===== src/rtl/irq_aggr_pkg.sv =====
package irq_aggr_pkg;
    localparam int unsigned NUM_DMA      = 3;
    localparam int unsigned NUM_SRC      = NUM_DMA + 2;
    localparam int unsigned REG_W        = 32;
    localparam int unsigned ACC_BIT      = NUM_DMA;
    localparam int unsigned PMU_BIT      = NUM_DMA + 1;

    typedef struct packed {
        logic chain_done;
        logic xfer_done;
    } done_pair_t;

    typedef logic [NUM_SRC-1:0] latch_vec_t;

    function automatic logic pair_req(done_pair_t p);
        return p.chain_done | p.xfer_done;
    endfunction

    function automatic logic [REG_W-1:0] status_word(latch_vec_t l);
        logic [REG_W-1:0] w;
        w = '0;
        w[NUM_SRC-1:0] = l;
        return w;
    endfunction
endpackage


===== src/rtl/irq_src_combine.sv =====
module irq_src_combine
    import irq_aggr_pkg::*;
#(
    parameter int unsigned PMU_CNT = 14
) (
    input  logic [NUM_DMA-1:0] dma_chain_done,
    input  logic [NUM_DMA-1:0] dma_xfer_done,
    input  logic               acc_chain_done,
    input  logic               acc_xfer_done,
    input  logic [PMU_CNT-1:0] pmu_cnt_ovf,
    input  logic               pmu_ts_ovf,
    output latch_vec_t         req
);
    done_pair_t acc_pair;

    for (genvar k = 0; k < NUM_DMA; k++) begin : g_dma
        done_pair_t pair;
        assign pair.chain_done = dma_chain_done[k];
        assign pair.xfer_done  = dma_xfer_done[k];
        assign req[k] = pair_req(pair);
    end

    assign acc_pair.chain_done = acc_chain_done;
    assign acc_pair.xfer_done  = acc_xfer_done;
    assign req[ACC_BIT] = pair_req(acc_pair);
    assign req[PMU_BIT] = (|pmu_cnt_ovf) | pmu_ts_ovf;
endmodule


===== src/rtl/irq_latch_bank.sv =====
module irq_latch_bank
    import irq_aggr_pkg::*;
(
    input  logic       clk,
    input  logic       rst,
    input  latch_vec_t req,
    output latch_vec_t lat,
    output logic       fiq_n
);
    always_ff @(posedge clk) begin
        if (rst) begin
            lat   <= '0;
            fiq_n <= 1'b1;
        end else begin
            lat   <= req;
            fiq_n <= ~(|lat);
        end
    end
endmodule


===== src/rtl/irq_aggr_latch.sv =====
module irq_aggr_latch
    import irq_aggr_pkg::*;
#(
    parameter int unsigned PMU_CNT = 14
) (
    input  logic               clk,
    input  logic               rst,
    input  logic [NUM_DMA-1:0] dma_chain_done,
    input  logic [NUM_DMA-1:0] dma_xfer_done,
    input  logic               acc_chain_done,
    input  logic               acc_xfer_done,
    input  logic [PMU_CNT-1:0] pmu_cnt_ovf,
    input  logic               pmu_ts_ovf,
    input  logic               rd_en,
    input  logic               wr_en,
    input  logic [REG_W-1:0]   wr_data,
    output logic [REG_W-1:0]   rd_data,
    output logic               fiq_n
);
    latch_vec_t req;
    latch_vec_t lat;
    logic       unused_wr;

    assign unused_wr = wr_en ^ (^wr_data);

    irq_src_combine #(.PMU_CNT(PMU_CNT)) u_comb (
        .dma_chain_done(dma_chain_done),
        .dma_xfer_done (dma_xfer_done),
        .acc_chain_done(acc_chain_done),
        .acc_xfer_done (acc_xfer_done),
        .pmu_cnt_ovf   (pmu_cnt_ovf),
        .pmu_ts_ovf    (pmu_ts_ovf),
        .req           (req)
    );

    irq_latch_bank u_bank (
        .clk  (clk),
        .rst  (rst),
        .req  (req),
        .lat  (lat),
        .fiq_n(fiq_n)
    );

    assign rd_data = rd_en ? status_word(lat) : '0;
endmodule


===== config.mk =====
export PLATFORM = sky130hd
export DESIGN_NAME = irq_aggr_latch
export DESIGN_NICKNAME = d
export VERILOG_FILES = /design/src/rtl/irq_aggr_pkg.sv /design/src/rtl/irq_src_combine.sv /design/src/rtl/irq_latch_bank.sv /design/src/rtl/irq_aggr_latch.sv
export SDC_FILE = /design/constraint.sdc
export NUM_CORES = 1
export LEC_CHECK = 0
export BUFFER_PORTS_ARGS = -buffer_cell sky130_fd_sc_hd__buf_2
export CORE_MARGIN = 5
export CORE_UTILIZATION = 25
export CTS_BUF_LIST = sky130_fd_sc_hd__clkbuf_16
export DETAILED_ROUTE_END_ITERATION = 6
export PLACE_DENSITY = 0.83
export SYNTH_ARGS = -nofsm -noshare
export SYNTH_HDL_FRONTEND = slang
export SYNTH_SLANG_ARGS = --single-unit

===== constraint.sdc =====
create_clock -name clk -period 1.5 [get_ports clk]
set_input_delay 0.225 -clock clk [delete_from_list [all_inputs] [get_ports clk]]
set_output_delay 0.225 -clock clk [all_outputs]
set_load 0.02 [all_outputs]

==> results of run 1 <==
layer usage:
layer  part of all wire  up-vias  GRT usage
met5                  0        -          0
met4              0.036        0      0.105
li1                   -      187          -
met2               0.58       28      0.129
met3               0.16        6     0.0287
met1               0.23      160     0.0417
layout by cell type, fill, tap and decap left out:
master,Yosys,layout
and2_1,4,4
a41oi_1,1,1
or4_1,1,1
conb_1,1,27
nor4_1,3,3
and2_2,1,1
buf_2,0,31
o21bai_1,1,1
clkbuf_16,0,3
nor2_1,8,8
dfxtp_1,6,6
nor3_1,1,1
kinds of logic (layout without fill, tap and decap cells):
group / count (synthesis) / count (layout) / share of synthesized area
AOI/OAI and AO/OA: 2 / 2 / 0.0373
other: 1 / 27 / 0.00859
and+or+nand+nor: 18 / 18 / 0.215
buffers and inverters: 27 / 34 / 0.464
DFF: 6 / 6 / 0.275
metrics by stage:
step	util	cell area, µm²	std cells
finish	0.345	583	104
global route	0.345	583	104
CTS	0.345	583	104
detailed placement	0.301	508	101
global placement	0.301	508	101
floorplan	-	534	80
power by group through the flow:
stage	registers, W	logic, W	clock network, W
after floorplan	0.000178	0.000137	0
final	0.000175	0.000132	0.000423
after detailed placement	0.000177	0.000130	0
after global routing	0.000176	0.000141	0.000447
after CTS	0.000175	0.000130	0.000432
after global placement	0.000176	0.000128	0
flip-flops by register name (all words and copies together) (netlist names):
name	count
u_bank.fiq_n	1
u_bank.lat	5
layout make-up:
cell class	instances	area, µm²	area share
multi-input combinational	47	211	0.363
timing repair buffer	31	155	0.266
sequential	6	120	0.206
clock buffer	3	75.1	0.129
tap	17	21.3	0.0365
synthesized netlist by cell type:
| master | count |
|---|---|
| nor4_1 | 3 |
| nor2_1 | 8 |
| buf_4 | 27 |
| and2_1 | 4 |
| nor3_1 | 1 |
| or4_1 | 1 |
| a41oi_1 | 1 |
| conb_1 | 1 |
| dfxtp_1 | 6 |
| o21bai_1 | 1 |
| and2_2 | 1 |
worst max path at each step:
stage | startpoint | to | slack, ns | cells past startpoint
after floorplan | u_bank.lat[4] | u_bank.fiq_n | 0.54 | 2
after global placement | u_bank.lat[4] | u_bank.fiq_n | 0.50 | 2
after detailed placement | u_bank.lat[4] | u_bank.fiq_n | 0.49 | 2
after CTS | u_bank.lat[4] | rd_data[4] | 0.43 | 2
after global routing | u_bank.lat[4] | rd_data[4] | 0.41 | 2
final | u_bank.lat[4] | rd_data[4] | 0.43 | 2
critical path: cells and delay by family, from the launching register on:
family                 cells  cell delay, ns
buffers and inverters      1            0.15
DFF                        1            0.29
and+or+nand+nor            1            0.17
==> impl_metrics.csv, run 1 <==
group,metric,value,unit
routing,wl_per_cell,9.73,µm
placement,place_hpwl,925,µm
worst_setup_path,slowest_delay,0.29,ns
die,design.core.area,1690,µm²
layout,n_antenna_cell,0,
sta,hold_slack,0.207,ns
clock_tree,cts_resized,0,
grt,grt_use_total,0.0713,
clock_tree,cts_inserted_buffers,3,
min_path,hold_class,"input port to flop",
min_path,whs_path_depth,3,
synthesis,synth_cell_type_count,11,
synthesis,avgSynthCellArea,8.09,µm²
grt,overflow,0,
die,die_h,51.8,µm
grt,grt_pass1_wl,1.24,mm
min_path,whs_endpoint,"u_bank.lat[0]",
layout,nNetsFinal,148,
sta,finalHoldViolCount,0,
sta,drv_slew,0,
min_path,hp-start,"dma_chain_done[0]",
layout,drive_gt1_frac,0.402,
power,p_sw,0.000179,W
worst_setup_path,r2r_end,"u_bank.fiq_n",
die,die-area,2680,µm²
placement,port_buffers,31,
routing,via_per_inst,3.66,
grt,grt_max_degree,7,
die,die_w,51.8,µm
worst_setup_path,arrival,0.84,ns
clock_tree,path_clk_slew,0.03,ns
worst_setup_path,r2r-start,"u_bank.lat[4]",
routing,vias,381,
power,pwr-share-seq,0.240,
power,power.internal,0.000551,W
routing,drc,0,
routing,totalWireLength,1.01,mm
synthesis,syn_area,437,µm²
clock_tree,clockBufferDepth,2,
run,maxCapViolCount,0,
outcome,status,"finished clean",
synthesis,synth_warnings,0,
worst_setup_path,cp.required,1.27,ns
worst_setup_path,worstSetupPathType,"flop to output port",
routing,drtPass1Iterations,2,
routing,drt_iter0_drc,2,
die,ios,92,
layout,n_fill_cell,174,
layout,syn2layout_area_growth,33.5,%
worst_setup_path,start_kind,"flop",
worst_setup_path,path_cells,"and2_2 > buf_2",
worst_setup_path,slowest_stage,"dfxtp_1",
synthesis,synth_top_area_cell,"buf_4",
power,sw_frac_of_total,0.245,
clock_tree,cts_setup_buffers,0,
power,power.share.clock,0.580,
die,num_rows,15,
clock_tree,cts_hold_buffers,0,
sta,grt_setup_unrepaired,"false",
synthesis,synth_seq_cells,6,
clock_tree,clkLatencyLatePin,0.23,ns
synthesis,yosysSeqAreaShare,0.275,
synthesis,synth_area_leaders,"buf_4 (46%), dfxtp_1 (28%), nor2_1 (6.9%)",
synthesis,yosysTopAreaCellShare,0.464,
clock_tree,cts_max_level,1,
worst_setup_path,critPathMaxFanout,2,
clock_tree,root_buffer,"clkbuf_16",
sta,setup_tns,0,ns
sta,skew,0.00167,ns
power,p_per_area,1250,nW/µm²
placement,gp_congestion,0.658,
grt,grt_pass1_vias,341,
clock_tree,clkSinkCount,6,
worst_setup_path,r2r_cells,2,
worst_setup_path,r2r_slack,0.49,ns
die,start_util,0.259,
sta,finalSetupViolations,0,
sta,max_freq,0.938,GHz
clock_tree,cts_tree,"built",
sta,fin_crit,1.07,ns
power,totalPowerFinal,0.000730,W
power,power_frac_comb,0.180,
sta,final.period_utilization,0.711,
power,vdd.ir_drop.worst,436,µV
synthesis,syn-instance-count,54,
routing,ant_nets,0,
worst_setup_path,cp-end-kind,"output port",
sta,setup_ws,0.434,ns
grt,antenna_found_initial,0,
placement,place_ws,0.486,ns
power,leakage,0.339,nW
Power figures use the tool's default switching activity.
==> inputs of run 2 (changes only) <==
Settings changed: CORE_UTILIZATION 25 to 23, PLACE_DENSITY 0.83 to 0.78.
Clock period 1.5 ns to 1.1 ns, I/O delays scaled along.
==> run 2 against run 1 <==
Effect of this change: final cell count increased by 7.7%; critical endpoint is now u_bank.fiq_n; combinational power increased by 36%; die area increased by 7.0%.
==> impl_metrics.csv, run 2 (synthesis gave the netlist of run 1 again) <==
group,metric,value,unit
power,p_per_area,1670,nW/µm²
worst_setup_path,worstSetupPathType,"flop to flop",
worst_setup_path,slowest_stage,"or4_1",
routing,vias,377,
outcome,status,"finished clean",
worst_setup_path,critPathMaxFanout,2,
grt,grt_pass1_wl,1.16,mm
die,die_w,53.6,µm
worst_setup_path,r2r_slack,0.09,ns
worst_setup_path,cp.required,1.26,ns
power,leakage,0.339,nW
worst_setup_path,crit_path_end,"u_bank.fiq_n",
placement,gp_congestion,0.613,
worst_setup_path,r2r_end,"u_bank.fiq_n",
routing,drtPass1Iterations,4,
worst_setup_path,crit_family,"simple AND/OR/NAND/NOR gates",
min_path,hp-start,"dma_chain_done[0]",
sta,fin_crit,1.01,ns
grt,grt_use_total,0.0640,
worst_setup_path,r2r_cells,2,
layout,final_cell_mix,"buf_2 (31), conb_1 (27), nor2_1 (8), dfxtp_1 (6), and2_1 (4)",
worst_setup_path,start_kind,"flop",
die,die_h,53.6,µm
layout,reg_top3,"u_bank.lat (5), u_bank.fiq_n (1)",
worst_setup_path,r2r-start,"u_bank.lat[4]",
grt,grt_pass1_vias,312,
sta,max_freq,0.987,GHz
grt,overflow,0,
die,design.core.area,1760,µm²
worst_setup_path,cp-end-kind,"flop",
power,vdd.ir_drop.worst,908,µV
routing,drc,0,
layout,largest_register_ffs,5,
clock_tree,root_buffer,"clkbuf_16",
worst_setup_path,cp.depth,2,
sta,skew,0.000854,ns
grt,grt_max_degree,7,
grt,antenna_found_initial,0,
run,maxCapViolCount,0,
routing,wl_per_cell,9.20,µm
clock_tree,cts_setup_buffers,0,
clock_tree,cts_inserted_buffers,3,
clock_tree,cts_max_level,1,
layout,final_common_cell,"buf_2",
clock_tree,cts_hold_buffers,0,
clock_tree,cts_resized,0,
clock_tree,clkLatencyLatePin,0.23,ns
sta,finalHoldViolCount,0,
sta,final.period_utilization,0.921,
sta,finalSetupViolations,0,
clock_tree,cts_tree,"built",
sta,grt_setup_unrepaired,"false",
routing,via_per_inst,3.37,
sta,drv_slew,0,
routing,ant_nets,0,
layout,final_core_util,0.336,
clock_tree,path_clk_slew,0.03,ns
die,ios,92,
min_path,hold_class,"input port to flop",
clock_tree,clkSinkCount,6,
layout,syn2layout_area_growth,35.8,%
layout,drive_gt1_frac,0.402,
layout,nNetsFinal,148,
placement,port_buffers,31,
layout,n_antenna_cell,0,
die,num_rows,15,
layout,top_register,"u_bank.lat",
worst_setup_path,arrival,1.17,ns
die,die-area,2870,µm²
die,start_util,0.248,
sta,setup_tns,0,ns
placement,place_hpwl,908,µm
routing,totalWireLength,1.03,mm
worst_setup_path,crit_start,"u_bank.lat[4]",
clock_tree,clockBufferDepth,2,
worst_setup_path,path_cells,"or4_1 > o21bai_1",
worst_setup_path,crit_buf_inv,0,
routing,drt_iter0_drc,2,
worst_setup_path,slowest_delay,0.53,ns
[run 2: power breakdown]
| group | total (W) | switching (W) | internal [W] |
|---|---|---|---|
| sequential | 0.000238 | 0.00000489 | 0.000234 |
| combinational | 0.000179 | 0.000126 | 0.0000522 |
| clock | 0.000575 | 0.000110 | 0.000465 |
| total | 0.000992 | 0.000241 | 0.000751 |
[run 2: stage by stage]
stage	instance area [µm²]	setup WS, ns	hold slack, ns	instances	power (W)
after floorplan	534	0.143	0.237	80	0.000430
after global placement	518	0.107	0.379	109	0.000415
after detailed placement	518	0.0796	0.389	109	0.000418
after CTS	593	0.0745	0.156	112	0.000999
after global routing	593	0.0596	0.184	112	0.00104
final	593	0.0869	0.155	112	0.000992
[run 2: how the worst min path moves through the flow]
stage / depth (start not counted) / to
6_report: 3 / u_bank.lat[0]
5_1_grt: 3 / u_bank.lat[2]
4_1_cts: 3 / u_bank.lat[1]
3_5_place_dp: 3 / u_bank.lat[1]
3_3_place_gp: 3 / u_bank.lat[3]
2_1_floorplan: 1 / u_bank.lat[0]
[run 2: worst register-to-register path: stages, from the launching register on]
cell and delay (ns):
dfxtp_1 0.29, or4_1 0.53, o21bai_1 0.13
[run 2: per-layer routing]
metal  vias to the layer above  global-route usage  part of all wire
li1                        186                   -                 -
met1                       154              0.0366              0.25
met5                         -                   0                 0
met2                        33               0.120              0.53
met4                         0              0.0894             0.043
met3                         4              0.0249              0.17
[run 2: layout make-up]
class                      instances  area (µm²)
fill                             194        1170
multi-input combinational         47         211
timing repair buffer              31         155
sequential                         6         120
clock buffer                       3        75.1
tap                               25        31.3
